`src/rtl/ecc_irq_pkg.sv`:
```
package ecc_irq_pkg;
  localparam int unsigned MAX_SECT = 16;
  localparam int unsigned DATA_W   = 32;
  localparam int unsigned ADDR_W   = 3;

  localparam logic [ADDR_W-1:0] A_START = 3'd0;
  localparam logic [ADDR_W-1:0] A_MODE  = 3'd1;
  localparam logic [ADDR_W-1:0] A_IRQEN = 3'd2;
  localparam logic [ADDR_W-1:0] A_STAT  = 3'd3;
  localparam logic [ADDR_W-1:0] A_DONE  = 3'd4;
endpackage

```
`src/rtl/ecc_sector_tracker.sv`:
```
module ecc_sector_tracker #(
  parameter int unsigned MAX_SECT = 16,
  localparam int unsigned IDX_W = $clog2(MAX_SECT)
) (
  input  logic                clk,
  input  logic                rst,
  input  logic                start_i,
  input  logic [IDX_W-1:0]    cnt_field_i,
  input  logic                page_mode_i,
  input  logic                sec_done_i,
  input  logic [IDX_W-1:0]    sec_idx_i,
  output logic [MAX_SECT-1:0] done_q_o,
  output logic [MAX_SECT-1:0] exp_q_o,
  output logic                page_q_o,
  output logic                hit_o,
  output logic                ev_o
);
  logic [MAX_SECT-1:0] done_q, exp_q, exp_d, bit_sel, done_nx;
  logic                page_q;

  // Expected mask for the next operation: sectors 0..cnt_field_i.
  for (genvar i = 0; i < MAX_SECT; i++) begin : g_exp
    assign exp_d[i] = (i <= int'(cnt_field_i));
  end

  always_comb begin
    bit_sel = '0;
    bit_sel[sec_idx_i] = 1'b1;
    hit_o   = sec_done_i && exp_q[sec_idx_i] && !start_i;
    done_nx = done_q | (hit_o ? bit_sel : '0);
    if (page_q)
      ev_o = hit_o && (done_nx == exp_q) && (done_q != exp_q);
    else
      ev_o = hit_o;
  end

  always_ff @(posedge clk) begin
    if (rst) begin
      done_q <= '0;
      exp_q  <= '0;
      page_q <= 1'b0;
    end else if (start_i) begin
      done_q <= '0;
      exp_q  <= exp_d;
      page_q <= page_mode_i;
    end else begin
      done_q <= done_nx;
    end
  end

  assign done_q_o = done_q;
  assign exp_q_o  = exp_q;
  assign page_q_o = page_q;
endmodule

```
`src/rtl/ecc_irq_status.sv`:
```
module ecc_irq_status (
  input  logic clk,
  input  logic rst,
  input  logic start_i,
  input  logic ev_i,
  input  logic rd_clr_i,
  input  logic en_q_i,
  input  logic en_d_i,
  output logic pend_q_o,
  output logic irq_o
);
  logic pend_q, pend_d, irq_q;

  always_comb begin
    if (start_i)                 pend_d = 1'b0;
    else if (ev_i)               pend_d = 1'b1;   // set beats clear
    else if (rd_clr_i && en_q_i) pend_d = 1'b0;
    else                         pend_d = pend_q;
  end

  always_ff @(posedge clk) begin
    if (rst) begin
      pend_q <= 1'b0;
      irq_q  <= 1'b0;
    end else begin
      pend_q <= pend_d;
      irq_q  <= en_d_i && pend_d;
    end
  end

  assign pend_q_o = pend_q;
  assign irq_o    = irq_q;
endmodule

```
`src/rtl/ecc_irq_regs.sv`:
```
module ecc_irq_regs
  import ecc_irq_pkg::*;
#(
  parameter int unsigned MAX_SECT = 16,
  localparam int unsigned IDX_W = $clog2(MAX_SECT)
) (
  input  logic                clk,
  input  logic                rst,
  input  logic                reg_wr_i,
  input  logic                reg_rd_i,
  input  logic [ADDR_W-1:0]   reg_addr_i,
  input  logic [DATA_W-1:0]   reg_wdata_i,
  input  logic                pend_q_i,
  input  logic [MAX_SECT-1:0] done_q_i,
  output logic                start_o,
  output logic [IDX_W-1:0]    cnt_field_o,
  output logic                mode_q_o,
  output logic                en_q_o,
  output logic                en_d_o,
  output logic                rd_stat_o,
  output logic [DATA_W-1:0]   rdata_o
);
  logic              mode_q, mode_d, en_q;
  logic [DATA_W-1:0] rd_mux, rdata_q;

  always_comb begin
    start_o     = reg_wr_i && (reg_addr_i == A_START);
    cnt_field_o = reg_wdata_i[IDX_W-1:0];
    mode_d      = (reg_wr_i && reg_addr_i == A_MODE)  ? reg_wdata_i[0] : mode_q;
    en_d_o      = (reg_wr_i && reg_addr_i == A_IRQEN) ? reg_wdata_i[0] : en_q;
    rd_stat_o   = reg_rd_i && (reg_addr_i == A_STAT);
    rd_mux      = '0;
    case (reg_addr_i)
      A_MODE:  rd_mux[0] = mode_q;
      A_IRQEN: rd_mux[0] = en_q;
      A_STAT:  rd_mux[0] = pend_q_i;
      A_DONE:  rd_mux[MAX_SECT-1:0] = done_q_i;
      default: rd_mux = '0;
    endcase
  end

  always_ff @(posedge clk) begin
    if (rst) begin
      mode_q  <= 1'b0;
      en_q    <= 1'b0;
      rdata_q <= '0;
    end else begin
      mode_q <= mode_d;
      en_q   <= en_d_o;
      if (reg_rd_i) rdata_q <= rd_mux;
    end
  end

  assign mode_q_o = mode_q;
  assign en_q_o   = en_q;
  assign rdata_o  = rdata_q;
endmodule

```
`src/rtl/ecc_dec_irq_unit.sv`:
```
module ecc_dec_irq_unit
  import ecc_irq_pkg::*;
#(
  localparam int unsigned IDX_W = $clog2(MAX_SECT)
) (
  input  logic              clk,
  input  logic              rst,
  input  logic              sec_done_i,
  input  logic [IDX_W-1:0]  sec_idx_i,
  input  logic              reg_wr_i,
  input  logic              reg_rd_i,
  input  logic [ADDR_W-1:0] reg_addr_i,
  input  logic [DATA_W-1:0] reg_wdata_i,
  output logic [DATA_W-1:0] reg_rdata_o,
  output logic              irq_o
);
  logic                start, mode_q, en_q, en_d, rd_stat, pend_q, page_q, hit, ev;
  logic [IDX_W-1:0]    cnt_field;
  logic [MAX_SECT-1:0] done_q, exp_q;

  ecc_irq_regs #(.MAX_SECT(MAX_SECT)) u_regs (
    .clk(clk), .rst(rst), .reg_wr_i(reg_wr_i), .reg_rd_i(reg_rd_i),
    .reg_addr_i(reg_addr_i), .reg_wdata_i(reg_wdata_i), .pend_q_i(pend_q),
    .done_q_i(done_q), .start_o(start), .cnt_field_o(cnt_field),
    .mode_q_o(mode_q), .en_q_o(en_q), .en_d_o(en_d), .rd_stat_o(rd_stat),
    .rdata_o(reg_rdata_o)
  );

  ecc_sector_tracker #(.MAX_SECT(MAX_SECT)) u_track (
    .clk(clk), .rst(rst), .start_i(start), .cnt_field_i(cnt_field),
    .page_mode_i(mode_q), .sec_done_i(sec_done_i), .sec_idx_i(sec_idx_i),
    .done_q_o(done_q), .exp_q_o(exp_q), .page_q_o(page_q), .hit_o(hit), .ev_o(ev)
  );

  ecc_irq_status u_stat (
    .clk(clk), .rst(rst), .start_i(start), .ev_i(ev), .rd_clr_i(rd_stat),
    .en_q_i(en_q), .en_d_i(en_d), .pend_q_o(pend_q), .irq_o(irq_o)
  );
endmodule

```
`config.mk`:
```
export PLATFORM = sky130hd
export DESIGN_NAME = ecc_dec_irq_unit
export DESIGN_NICKNAME = d
export VERILOG_FILES = /design/src/rtl/ecc_irq_pkg.sv /design/src/rtl/ecc_sector_tracker.sv /design/src/rtl/ecc_irq_status.sv /design/src/rtl/ecc_irq_regs.sv /design/src/rtl/ecc_dec_irq_unit.sv
export SDC_FILE = /design/constraint.sdc
export NUM_CORES = 1
export LEC_CHECK = 0
export BUFFER_PORTS_ARGS = -buffer_cell sky130_fd_sc_hd__buf_2
export CAP_MARGIN = 20
export CORE_ASPECT_RATIO = 1.75
export CORE_MARGIN = 2
export CORE_UTILIZATION = 40
export DETAILED_ROUTE_END_ITERATION = 16
export PLACE_DENSITY = 0.66
export SLEW_MARGIN = 10
export SYNTH_ARGS = -nofsm -noshare
export SYNTH_HDL_FRONTEND = slang
export SYNTH_SLANG_ARGS = --single-unit
```
`constraint.sdc`:
```
create_clock -name clk -period 2.1 [get_ports clk]
set_clock_uncertainty 0.05 [all_clocks]
set_input_delay 0.42 -clock clk [delete_from_list [all_inputs] [get_ports clk]]
set_output_delay 0.42 -clock clk [all_outputs]
set_load 0.02 [all_outputs]
```
### Yosys cells after proc, flatten, opt, wreduce, memory -nomap -nowiden

Cells that the tools add are included.
W data, S select, Z words.

* flip-flop bits (word level): 53
* bits of input ports: 44
* output and inout bits: 33
* word-level logic and storage cells: 58

* magnitude comparators: 17
* equality and inequality tests: 6
* muxes and demuxes: 12
* bitwise operators: 1
* reduce and logical (&&, ||, !) cells: 14

Operator list (count)
* $le A4 B4 Y1 const A: 8
* $eq A16 B16 Y1: 1
* $le A3 B4 Y1 const A: 4
* $mux W16: 1
* $ne A16 B16 Y1: 1
* $or A16 B16 Y16: 1
* $mux W15: 1
* $logic_and A1 B1 Y1: 11
* $le A2 B4 Y1 const A: 2
* $mux W1: 7
* $eq A3 B2 Y1 const B: 2
* $lt A4 B5 Y1 const B: 1
* $bmux W1 S4: 1
* $demux W1 S4: 1
* $ge A4 B1 Y1 const B: 1
* $le A1 B4 Y1 const A: 1
* $pmux W1 S4: 1
* $eq A3 B1 Y1 const B: 1
* $eq A3 B3 Y1 const B: 1
* $logic_not A3 Y1: 1
* $reduce_or A2 Y1: 1
* $logic_not A1 Y1: 1

### Longest topological paths before layout

* depth in word-level cells: 13
* gate-level depth with buffers: 8
* depth with buffers taken out: 6

### Hierarchy

A second synthesis with hierarchy kept.

* cells, all modules: 356
* area total of the unflattened synthesis: 3042.9 µm²

Modules (own cells, without submodules)
* ecc_sector_tracker: instances 1, cells an instance 258, area each 2010.7 µm², sequential area each 660.6 µm²
* ecc_irq_regs: instances 1, cells an instance 92, area each 959.7 µm², sequential area each 360.3 µm²
* ecc_irq_status: instances 1, cells an instance 6, area each 72.6 µm², sequential area each 40.0 µm²

### Worst setup path before layout

Ideal clock, no wire load.

* path type: in2reg
* start point: in reg_addr_i[1]
* end point: reg u_stat.irq_q (netlist: u_stat.irq_o)
* library setup time: 0.121 ns
* arrival time: 1.737 ns
* required time: 1.929 ns
* setup slack: 0.192 ns
* cell stages on the path: 8
* buffers on the path: 2
* path through: buf_6 -> or4b_4 -> and2_4 -> buf_6 -> a21o_1 -> o2bb2ai_1 -> nand4_1 -> o21ai_1

* cells in the longest elaborated chain, start to end: 13
* elaborated cells on any way between the ends: 20
* those cells by class: eq/ne (3); mux (6); bitwise (1); reduce/logical (10)

RTL lines
* start: declaration: RTL line ecc_dec_irq_unit.sv:12 `input logic [ADDR_W-1:0] reg_addr_i,`
* $logic_not A3 Y1: RTL line ecc_irq_regs.sv:27 `start_o = reg_wr_i && (reg_addr_i == A_START);`
* $logic_and A1 B1 Y1: RTL line ecc_irq_regs.sv:27
* $logic_not A1 Y1: RTL line ecc_sector_tracker.sv:29 `hit_o = sec_done_i && exp_q[sec_idx_i] && !start_i;`
* $logic_and A1 B1 Y1: RTL line ecc_sector_tracker.sv:29
* $mux W16: RTL line ecc_sector_tracker.sv:30 `done_nx = done_q | (hit_o ? bit_sel : '0);`
* $or A16 B16 Y16: RTL line ecc_sector_tracker.sv:30
* $eq A16 B16 Y1: RTL line ecc_sector_tracker.sv:32 `ev_o = hit_o && (done_nx == exp_q) && (done_q != exp_q);`
* $logic_and A1 B1 Y1 (2 in series): RTL line ecc_sector_tracker.sv:32
* $mux W1: RTL line ecc_sector_tracker.sv:31 `if (page_q)`
* $mux W1: RTL line ecc_irq_status.sv:16 `else if (ev_i) pend_d = 1'b1;`
* $mux W1: RTL line ecc_irq_status.sv:15 `if (start_i) pend_d = 1'b0;`
* $logic_and A1 B1 Y1 *: RTL line ecc_irq_status.sv:27 `irq_q <= en_d_i && pend_d;`
* end signal: assignment: RTL line ecc_irq_status.sv:27
* end: declaration: RTL line ecc_irq_status.sv:12 `logic pend_q, pend_d, irq_q;`

Mark *: on every way between the ends. The rest lies on a longest branch, timed or not.
A chain may end at the register's enable or synchronous reset.

### Worst setup path in the final report

* start point: reg u_track.exp_q[9] (netlist: u_track.exp_q_o[9])
* end point: reg u_stat.irq_q (netlist: u_stat.irq_o)

* cells in the longest elaborated chain, start to end: 13
* elaborated cells on any way between the ends: 14
* those cells by class: eq/ne (2); mux (6); bitwise (1); reduce/logical (5)

RTL lines
* start: declaration: RTL line ecc_sector_tracker.sv:18 `logic [MAX_SECT-1:0] done_q, exp_q, exp_d, bit_sel, done_nx;`
* start signal: assignment: RTL line ecc_sector_tracker.sv:44 `exp_q <= exp_d;`
* $bmux W1 S4: RTL line ecc_sector_tracker.sv:29
* $mux W1 (implied by the code): RTL line ecc_sector_tracker.sv:29
* $logic_and A1 B1 Y1 (2 in series): RTL line ecc_sector_tracker.sv:29
* $mux W16: RTL line ecc_sector_tracker.sv:30
* $or A16 B16 Y16: RTL line ecc_sector_tracker.sv:30
* $eq A16 B16 Y1: RTL line ecc_sector_tracker.sv:32
* $logic_and A1 B1 Y1 (2 in series): RTL line ecc_sector_tracker.sv:32
* $mux W1 *: RTL line ecc_sector_tracker.sv:31
* $mux W1 *: RTL line ecc_irq_status.sv:16
* $mux W1 *: RTL line ecc_irq_status.sv:15
* $logic_and A1 B1 Y1 *: RTL line ecc_irq_status.sv:27

Mark *: on every way between the ends. The rest lies on a longest branch, timed or not. The select of a mux whose other input is x is not followed.

==> results.cfg <==
[status]
status = finished, final reports clean

[cts]
root_buffer = clkbuf_16
clock_path_buffers = 2
path_clk_slew_ps = 70
cts_tree = built
clk_latency_ps = 290
postCtsSetupBuffers = 0
cts.repair.resized = 0
cts_buffers = 5
postCtsHoldBufs = 0
cts_num_sinks = 53
htree_levels = 2

[die]
die_area_mm2 = 0.00800
die_w_um = 68.5
core-area_mm2 = 0.00713
io_pins = 77
die_h_um = 117
rows = 41
start_util_pct = 40.8

[yosys]
syn_avg_cell_area_um2 = 7.95
synth-main-ff-cell = dfxtp_1
ys_top_cells_by_count = dfxtp_1, nor2_1, a21oi_1
synth.yosys.seq_area_share_pct = 36.5
syn-instance-count = 366
synth_edf_count = 0
synth_top_area_share_pct = 36.5
ys_types = 58
ys_seq_elements = 53
synthTopCellsByArea = dfxtp_1, a21oi_1, nor2_1, nand2b_1, nor2b_1
ys_async_sr_fraction_pct = 0
yosysMostFrequentCell = dfxtp_1
synth.cell_area_mm2 = 0.00291
synth_area_leader_cell = dfxtp_1
yosysWarnings = 0

[global_route]
grt_max_degree = 23
grt_usage_pct = 22.9
grt.overflow.total = 0
grt_pass1_vias = 2546
grt_pass1_wl_um = 13200
antenna_found_initial = 0

[timing]
period_share_pct = 89.5
timing.final.hold_violations = 0
maxSlewViolCount = 0
setup_ws_ps = 221
fmax_mhz = 532
whs_ps = 415
rsz0062_at_grt = no
setup_viol = 0
period_needed_ps = 1880

[power_and_ir_drop]
p_per_area_mw_per_mm2 = 619
p_leak_nw = 1.40
vdd_drop_max_mv = 0.468

[route]
antenna_left = 0
wl_per_cell_um = 16.8
drt-total-wl_um = 8420
drc = 0
drtPass1Iterations = 4
viasPerCell = 5.47
num_vias = 2742
drtIter0Drc = 142

[critical_path]
worstPathMaxFanout = 5
cp_data_required_time_ps = 2270
critPathKind = reg -> reg
start_kind = register
crit_path_end_kind = register
cp.arrival_ps = 2050
ff2ff_path_depth = 6

[job]
maxCapViolCount = 0

[final_layout]
final_util_pct = 47.5
antenna_cells = 0
drive_above_1_share_pct = 19.8
layout.nets = 458
areaGrowthSynthToFinish_pct = 16.4

[min_path]
whs_path_depth = 3
min_path_type = in -> reg

[place]
numPortBuffers = 32
dp_slack_ps = -37.5
dp_hpwl_um = 6680
gp_congestion = 0.962
stage by stage:
step / total power [mW] / instances / setup TNS, ps / area, um2
after floorplan: 1.25 / 381 / 0 / 2970
after global placement: 1.32 / 493 / -191 / 3240
after detailed placement: 1.32 / 493 / -57.1 / 3240
after CTS: 2.12 / 501 / 0 / 3390
after global routing: 2.18 / 501 / 0 / 3390
final: 2.10 / 501 / 0 / 3390
logic make-up (layout without fill, tap and decap cells):
family / count (synthesis) / after routing / synth area share, %
compound gates: 84 / 84 / 19.0
buf+inv: 51 / 85 / 10.0
flops: 53 / 53 / 36.5
mux: 10 / 10 / 3.70
other cells: 1 / 16 / 0.129
simple gates: 167 / 167 / 30.7
worst paths after layout:
check	from	to	slack [ps]
hold / removal	reg_wdata_i[3]	u_track.exp_q_o[8]	420
hold reg to reg	u_track.page_q_o	u_track.page_q_o	430
setup reg to reg	u_track.exp_q_o[9]	u_stat.irq_o	220
setup / recovery	u_track.exp_q_o[9]	u_stat.irq_o	220
where the power goes:
group	internal, mW	total [mW]	switching, mW
Sequential	1.02	1.03	0.0127
Clock	0.442	0.800	0.358
Combinational	0.0948	0.268	0.174
Total	1.55	2.10	0.544
flip-flops by register name (all words and copies together) (netlist names):
register	count
u_track.done_q_o	16
u_regs.rdata_o	16
u_stat.irq_o	1
u_stat.pend_q_o	1
u_regs.en_q_o	1
u_regs.mode_q_o	1
u_track.page_q_o	1
u_track.exp_q_o	16
per-layer routing:
layer / part of all wire [%] / global-route usage (%)
met4: 4.7 / 12.4
met3: 3.4 / 3.92
met5: 0 / 0
met1: 37 / 24.1
met2: 55 / 41.3
worst max-delay path, cell delays in order, from the launching register on:
cell       delay [ps]
dfxtp_1           400
nand2b_1          220
o2111ai_1         230
nor4_1            320
o2111a_1          250
nand4_1           150
o21ai_1           180
cells in the final DEF, fill, tap and decap left out, types with 3 or more instances in the layout:
master,n
a31oi_1,4
a21oi_1,37
nor4_1,3
buf_4,33
nor3_1,12
o21ai_0,4
o22ai_1,3
and3_1,7
nand3_1,8
conb_1,16
nor2_1,43
inv_1,12
nor2b_1,21
o21a_1,7
nand3b_1,3
dfxtp_1,53
o2111ai_1,3
nand2_1,25
mux2i_1,7
buf_2,32
a311oi_1,3
a211oi_1,4
nand4_1,8
clkbuf_16,5
nand2b_1,24
layout make-up:
class / instances / area (um2)
clock buffer: 6 / 129
clock inverter: 2 / 15.0
timing repair buffer: 65 / 408
multi-input combinational: 277 / 1620
inverter: 12 / 45.0
fill: 750 / 3740
tap: 86 / 108
sequential: 53 / 1060
No activity file was read; power rests on OpenSTA's default activity.
